**config.mk**
```make
export PLATFORM = sky130hd
export DESIGN_NAME = shrot_unit
export DESIGN_NICKNAME = d
export VERILOG_FILES = /design/src/rtl/shrot_pkg.sv /design/src/rtl/shrot_core.sv /design/src/rtl/shrot_flags.sv /design/src/rtl/shrot_stage.sv /design/src/rtl/shrot_unit.sv
export SDC_FILE = /design/constraint.sdc
export NUM_CORES = 1
export LEC_CHECK = 0
export CORE_UTILIZATION = 40
export DETAILED_ROUTE_END_ITERATION = 10
export DONT_BUFFER_PORTS = 1
export RECOVER_POWER = 100
export SLEW_MARGIN = 10
export SYNTH_ARGS = -nofsm -noshare
export SYNTH_HDL_FRONTEND = slang
export SYNTH_SLANG_ARGS = --single-unit
```
**constraint.sdc**
```tcl
create_clock -name clk -period 1.3 [get_ports clk]
set_clock_uncertainty 0.1 [all_clocks]
set_input_delay 0.195 -clock clk [delete_from_list [all_inputs] [get_ports clk]]
set_output_delay 0.195 -clock clk [all_outputs]
set_load 0.02 [all_outputs]
```
**src/rtl/shrot_pkg.sv**
```systemverilog
package shrot_pkg;
  localparam int unsigned OP_W   = 3;
  localparam int unsigned FLAG_N = 5;

  typedef enum logic [OP_W-1:0] {
    OP_SHL = 3'd0,
    OP_SHR = 3'd1,
    OP_RLC = 3'd2,
    OP_RRC = 3'd3,
    OP_SRA = 3'd4,
    OP_SWP = 3'd5
  } shrot_op_e;

  localparam int unsigned FLG_C = 0;
  localparam int unsigned FLG_Z = 1;
  localparam int unsigned FLG_N = 2;
  localparam int unsigned FLG_V = 3;
  localparam int unsigned FLG_S = 4;
endpackage

```
**src/rtl/shrot_core.sv**
```systemverilog
module shrot_core
  import shrot_pkg::*;
#(
  parameter int unsigned W = 8
) (
  input  logic [OP_W-1:0] op,
  input  logic [W-1:0]    a,
  input  logic            cin,
  output logic [W-1:0]    res,
  output logic            cout,
  output logic            upd
);
  localparam int unsigned HALF = W / 2;

  logic [W-1:0] swapped;

  // Exchange the two halves of the operand.
  generate
    for (genvar i = 0; i < HALF; i++) begin : g_swap
      assign swapped[i]        = a[i + HALF];
      assign swapped[i + HALF] = a[i];
    end
  endgenerate

  always_comb begin
    res  = a;
    cout = 1'b0;
    upd  = 1'b1;
    case (op)
      OP_SHL: begin res = {a[W-2:0], 1'b0};  cout = a[W-1]; end
      OP_SHR: begin res = {1'b0, a[W-1:1]};  cout = a[0];   end
      OP_RLC: begin res = {a[W-2:0], cin};   cout = a[W-1]; end
      OP_RRC: begin res = {cin, a[W-1:1]};   cout = a[0];   end
      OP_SRA: begin res = {a[W-1], a[W-1:1]}; cout = a[0];  end
      OP_SWP: begin res = swapped;           upd  = 1'b0;   end
      default: begin res = a;                upd  = 1'b0;   end
    endcase
  end
endmodule

```
**src/rtl/shrot_flags.sv**
```systemverilog
module shrot_flags
  import shrot_pkg::*;
#(
  parameter int unsigned W = 8
) (
  input  logic [W-1:0]      res,
  input  logic              cout,
  input  logic              upd,
  output logic [FLAG_N-1:0] flags,
  output logic [FLAG_N-1:0] we
);
  logic f_z, f_n, f_v;

  assign f_z = ~|res;
  assign f_n = res[W-1];
  assign f_v = f_n ^ cout;

  always_comb begin
    flags = '0;
    we    = '0;
    if (upd) begin
      flags[FLG_C] = cout;
      flags[FLG_Z] = f_z;
      flags[FLG_N] = f_n;
      flags[FLG_V] = f_v;
      flags[FLG_S] = f_n ^ f_v;
      we           = '1;
    end
  end
endmodule

```
**src/rtl/shrot_stage.sv**
```systemverilog
module shrot_stage
  import shrot_pkg::*;
#(
  parameter int unsigned W = 8
) (
  input  logic              clk,
  input  logic              rst_n,
  input  logic              s_valid,
  output logic              s_ready,
  input  logic [W-1:0]      s_res,
  input  logic [FLAG_N-1:0] s_flags,
  input  logic [FLAG_N-1:0] s_we,
  output logic              m_valid,
  input  logic              m_ready,
  output logic [W-1:0]      m_res,
  output logic [FLAG_N-1:0] m_flags,
  output logic [FLAG_N-1:0] m_we
);
  logic load;

  assign s_ready = ~m_valid | m_ready;
  assign load    = s_valid & s_ready;

  always_ff @(posedge clk) begin
    if (!rst_n) begin
      m_valid <= 1'b0;
      m_res   <= '0;
      m_flags <= '0;
      m_we    <= '0;
    end else begin
      if (s_ready) m_valid <= s_valid;
      if (load) begin
        m_res   <= s_res;
        m_flags <= s_flags;
        m_we    <= s_we;
      end
    end
  end
endmodule

```
**src/rtl/shrot_unit.sv**
```systemverilog
module shrot_unit
  import shrot_pkg::*;
#(
  parameter int unsigned W = 8
) (
  input  logic              clk,
  input  logic              rst_n,
  input  logic              in_valid,
  output logic              in_ready,
  input  logic [OP_W-1:0]   in_op,
  input  logic [W-1:0]      in_operand,
  input  logic              in_carry,
  output logic              out_valid,
  input  logic              out_ready,
  output logic [W-1:0]      out_result,
  output logic [FLAG_N-1:0] out_flags,
  output logic [FLAG_N-1:0] out_flag_we
);
  logic [W-1:0]      c_res;
  logic              c_cout;
  logic              c_upd;
  logic [FLAG_N-1:0] c_flags;
  logic [FLAG_N-1:0] c_we;

  shrot_core #(.W(W)) u_core (
    .op   (in_op),
    .a    (in_operand),
    .cin  (in_carry),
    .res  (c_res),
    .cout (c_cout),
    .upd  (c_upd)
  );

  shrot_flags #(.W(W)) u_flags (
    .res   (c_res),
    .cout  (c_cout),
    .upd   (c_upd),
    .flags (c_flags),
    .we    (c_we)
  );

  shrot_stage #(.W(W)) u_stage (
    .clk     (clk),
    .rst_n   (rst_n),
    .s_valid (in_valid),
    .s_ready (in_ready),
    .s_res   (c_res),
    .s_flags (c_flags),
    .s_we    (c_we),
    .m_valid (out_valid),
    .m_ready (out_ready),
    .m_res   (out_result),
    .m_flags (out_flags),
    .m_we    (out_flag_we)
  );
endmodule

```
## After elaboration in Yosys (flattened, before gate mapping)

Cells that the tools add are included.

- Equal/unequal tests: 5
- Multiplexer cells: 5
- Bitwise logic cells: 5
- Reduce and logical (&&, ||, !) cells: 6

Operators by type and width:

| cell | count |
|---|---|
| case mux 8 bit (6 select lines) | 1 |
| 2-to-1 mux 5 bit | 2 |
| OR reduction 8 bit | 1 |
| == test 3 x 2 -> 1 bit (second input constant) | 2 |
| == test 3 bit (second input constant) | 2 |
| OR reduction 5 bit | 1 |
| == test 3 x 1 -> 1 bit (second input constant) | 1 |
| logical NOT 3 bit | 1 |
| OR reduction 3 bit | 1 |
| case mux 1 bit (2 select lines) | 1 |
| OR reduction 2 bit | 1 |
| XOR 1 bit | 2 |
| AND 1 bit | 1 |
| logical NOT 1 bit | 1 |
| 2-to-1 mux 1 bit | 1 |
| inverter 1 bit | 1 |
| bitwise OR 1 bit | 1 |

- Register bits after elaboration: 19
- Input bits: 16
- Output and inout port bits: 20
- Logic and storage cells: 25

## Longest topological paths before layout

- Depth in word-level cells: 6
- Gate-level depth with buffers: 7
- Mapped depth without buffers: 5

## Cells and area by module

From an unflattened synthesis, not the netlist that was laid out.

- Cells, all modules: 148
- Area total of the unflattened synthesis: 1,237.4 um^2

By module, submodules not included:

| module | instances | cells each | area an instance (um^2) |
|---|---|---|---|
| shrot_stage | 1 | 83 | 787.0 |
| shrot_core | 1 | 52 | 350.3 |
| shrot_flags | 1 | 13 | 100.1 |

## Worst setup path after synthesis

No wires, ideal clock.

- Path kind: flip-flop to flip-flop
- Start point: register u_stage.m_valid
- End point: register u_stage.m_flags[2]
- Setup time: 116 ps
- Data arrival time: 1,347 ps
- Data required time: 1,084 ps
- Path slack: -263 ps
- Cell stages (with the launch flop): 6
- Clock period less this slack: 1,563 ps
- Cell sequence: dfxtp_1 -> nand2b_1 -> and2_1 -> clkbuf_1 -> o211ai_1 -> o211a_1

- Word-level cells in the longest chain between the ends: 3

RTL lines:

| item | line | RTL |
|---|---|---|
| from (decl) | shrot_stage.sv:13 | `output logic m_valid,` |
| from (signal assigned) | shrot_stage.sv:31 | `if (s_ready) m_valid <= s_valid;` |
| inverter 1 bit | shrot_stage.sv:21 | `assign s_ready = ~m_valid \| m_ready;` |
| bitwise OR 1 bit | shrot_stage.sv:21 |  |
| via in_ready | shrot_unit.sv:9 | `output logic in_ready,` |
| AND 1 bit | shrot_stage.sv:22 | `assign load = s_valid & s_ready;` |
| to (signal assigned) | shrot_stage.sv:34 | `m_flags <= s_flags;` |
| to (decl) | shrot_stage.sv:16 | `output logic [FLAG_N-1:0] m_flags,` |

The timed path passes the listed nets, and every way through them passes these cells.
A chain may end at the register's enable or synchronous reset.

## Worst setup path in the final report

- Start point: register u_stage.m_valid
- End point: register u_stage.m_flags[0]

- Word-level cells in the longest chain between the ends: 3

RTL lines:

| item | line |
|---|---|
| inverter 1 bit | shrot_stage.sv:21 |
| bitwise OR 1 bit | shrot_stage.sv:21 |
| AND 1 bit | shrot_stage.sv:22 |

No other way between the ends.

==> flow_metrics.tcl <==
set metrics [dict create \
    path_cells "nand2b_4 -> nand2_1 -> buf_4 -> nand2_1 -> a21boi_0" \
    yosysTopAreaCellShare_pct 27.0 \
    avgSynthCellArea_um2 8.30 \
    rsz0062_at_grt "no" \
    vdd_drop_max_uv 861 \
    cts_root_buf "clkbuf_4" \
    synth_seq_cells 15 \
    synthTopCellsByCount "nand2_1, dfxtp_1" \
    synth_area_um2 1110 \
    num_antenna_cells 0 \
    period_share_pct 91.7 \
    p_leak_nw 0.456 \
    worst_slew_pin_slew_ps 432 \
    clk_pin_slew_ps 80 \
    max_clock_freq_ghz 0.839 \
    wl_per_cell_um 15.1 \
    start_util_pct 43.7 \
    finalSetupViolations 0 \
    synth-edff-count 0 \
    seq_area_um2 302 \
    ff2ff_path_depth 5 \
    worst_hold_slack_ps 35.6 \
    antenna_found_initial 0 \
    startpoint_type "flip-flop" \
    fin_crit_ps 1190 \
    numPortBuffers 0 \
    numCtsBuffers 3 \
    worstPathArrival_ps 1300 \
    switching_share_pct 29.8 \
    finalHoldViolCount 0 \
    fin_setup_tns_ps 0 \
    synth-main-ff-cell "dfxtp_1" \
    drt-total-wl_um 2420 \
    syn_nets 150 \
    power_switching_w 0.000307 \
    slew_viol_final 0 \
    maxCapViolCount 0 \
    grt_first_pass_wirelength_um 3910 \
    h-tree-depth 1 \
    critPathCaptureType "flip-flop" \
    slew_headroom_pct 71.1 \
    rows 18 \
    drcViolationCount 0 \
    grt_pass1_vias 850 \
    die_h_um 54.7 \
    ant_nets 0 \
    holdPathStages 3 \
    place_hpwl_um 1830 \
    die-width_um 54.7 \
    outcome "completed" \
    combPwrFrac_pct 22.5 \
    cpPeakStageDelay_ps 360 \
    power_w 0.00103 \
    multi_input_area_um2 716 \
    ioPinCount 36 \
    num_vias 940 \
    yosysSeqAreaShare_pct 27.0 \
    nFillCells 261 \
    crit_slowest_cell "dfxtp_2" \
    drtPass1Iterations 4 \
    p_per_area_nw_per_um2 896 \
    clock-sinks 15 \
    dieArea_um2 3000 \
    worst-setup-path-type "reg -> reg" \
    grt-ovfl-total 0 \
    synth_top_area_cell "dfxtp_1" \
    layout-area-overhead-vs-synth_pct 3.15 \
    synth_area_leaders "dfxtp_1, nand2_1, o211a_1" \
    cts_max_path_buffers 2 \
    grt_max_degree 35 \
    synth-warning-count 0 \
    syn_inst 134 \
    grt.total_usage_pct 17.9 \
    cp.required_ps 1410 \
    fp.coreArea_um2 2540 \
    via_per_inst 5.88 \
    drtIter0Drc 20 \
    seq_power_share_pct 52.6 \
    clk_latency_ps 270 \
    fin_nets 147 \
    drive_gt1_share_pct 16.9 \
    routabilityCongestion 0.835 \
    pwr-share-clk_pct 24.8 \
    ys_types 40 \
    yosysMostFrequentCell "nand2_1" \
    reg2reg_slack_ps 110 \
    p_int_w 0.000721 \
    worst_path_most_repeated_cell "nand2_1" \
    cts_setup_buffers 0 \
    cp_max_fo 9 \
    cts_tree "built" \
    async_flop_share_pct 0 \
    hp-class "in -> reg" \
]
==> kinds of logic (layout without fill, tap and decap cells) <==
kind of cell	Yosys count	after routing	share of synthesized area [%]
AND/OR/NAND/NOR	51	51	27.0
flip-flops	15	15	27.0
AO/OA/AOI/OAI	48	48	33.9
buffers and inverters	18	14	10.3
multiplexers	2	2	1.80
==> sequential cells by signal, summed over array words and instances, names as in the netlist <==
name and count:
u_stage.m_flags 5, u_stage.m_we 1, u_stage.m_res 8, u_stage.m_valid 1
==> worst paths after layout <==
kind | startpoint | to
max | u_stage.m_valid | u_stage.m_flags[0]
min | in_operand[2] | u_stage.m_flags[1]
max reg2reg | u_stage.m_valid | u_stage.m_flags[0]
min reg2reg | u_stage.m_we[3] | u_stage.m_we[3]
==> per-layer routing <==
| metal | track usage [%] | part of all wire [%] |
|---|---|---|
| met3 | 6.11 | 6.8 |
| met2 | 29.1 | 47 |
| met4 | 2.56 | 0 |
| met1 | 23.1 | 46 |
| met5 | 0 | 0 |
==> final cells by class <==
class	instances	area share, %
Clock buffer	4	2.29
Inverter	4	1.31
Multi-Input combinational cell	101	62.4
Sequential cell	15	26.3
Tap cell	30	3.27
Timing Repair Buffer	6	4.47
==> power by group through the flow <==
| stage | clock [W] | sequential, W | combinational, W |
|---|---|---|---|
| after floorplan | 0 | 0.000554 | 0.000232 |
| after global routing | 0.000292 | 0.000546 | 0.000258 |
| after detailed placement | 0 | 0.000554 | 0.000229 |
| final | 0.000255 | 0.000541 | 0.000232 |
| after global placement | 0 | 0.000553 | 0.000226 |
| after CTS | 0.000265 | 0.000543 | 0.000239 |
==> cell usage in the layout, fill, tap and decap left out, drive strengths merged, types with 2 or more instances in the layout <==
| cell type | Yosys | layout |
|---|---|---|
| clkbuf | 3 | 5 |
| buf | 11 | 3 |
| and3b | 3 | 3 |
| o21ai | 12 | 12 |
| nand3 | 3 | 3 |
| nand3b | 3 | 3 |
| o211ai | 6 | 6 |
| dfxtp | 15 | 15 |
| nand2 | 16 | 16 |
| a21oi | 6 | 6 |
| nor2b | 2 | 2 |
| o32ai | 3 | 3 |
| nand2b | 4 | 4 |
| inv | 4 | 4 |
| nor3b | 6 | 6 |
| o211a | 5 | 5 |
| nor2 | 5 | 5 |
| and2 | 4 | 4 |
| a21boi | 6 | 6 |
| nand4 | 2 | 2 |
| mux2i | 2 | 2 |
| dlygate4sd3 | 0 | 2 |
==> what timing repair did <==
action,CTS,global route
hold buffers,2,0
endpoints found under the setup margin,0,7
hold endpoints to repair,15,0
gates resized for setup,0,1
==> worst max-delay path, delay by kind of cell, from the launching register on <==
kind / cells / cell delay (ps)
DFF: 1 / 360
and+or+nand+nor: 3 / 340
buffers and inverters: 1 / 180
AOI/OAI and AO/OA: 1 / 160
==> metrics by stage <==
step	util [%]	worst slack, ps	instances	area [um^2]
after global placement	43.7	2.79	154	1110
after detailed placement	43.7	-12.0	154	1110
after CTS	45.5	7.79	160	1160
after global routing	45.1	9.40	160	1150
final	45.1	108	160	1150
after floorplan	-	10.0	134	1140
Note: power is estimated with default switching activity, not from simulation.
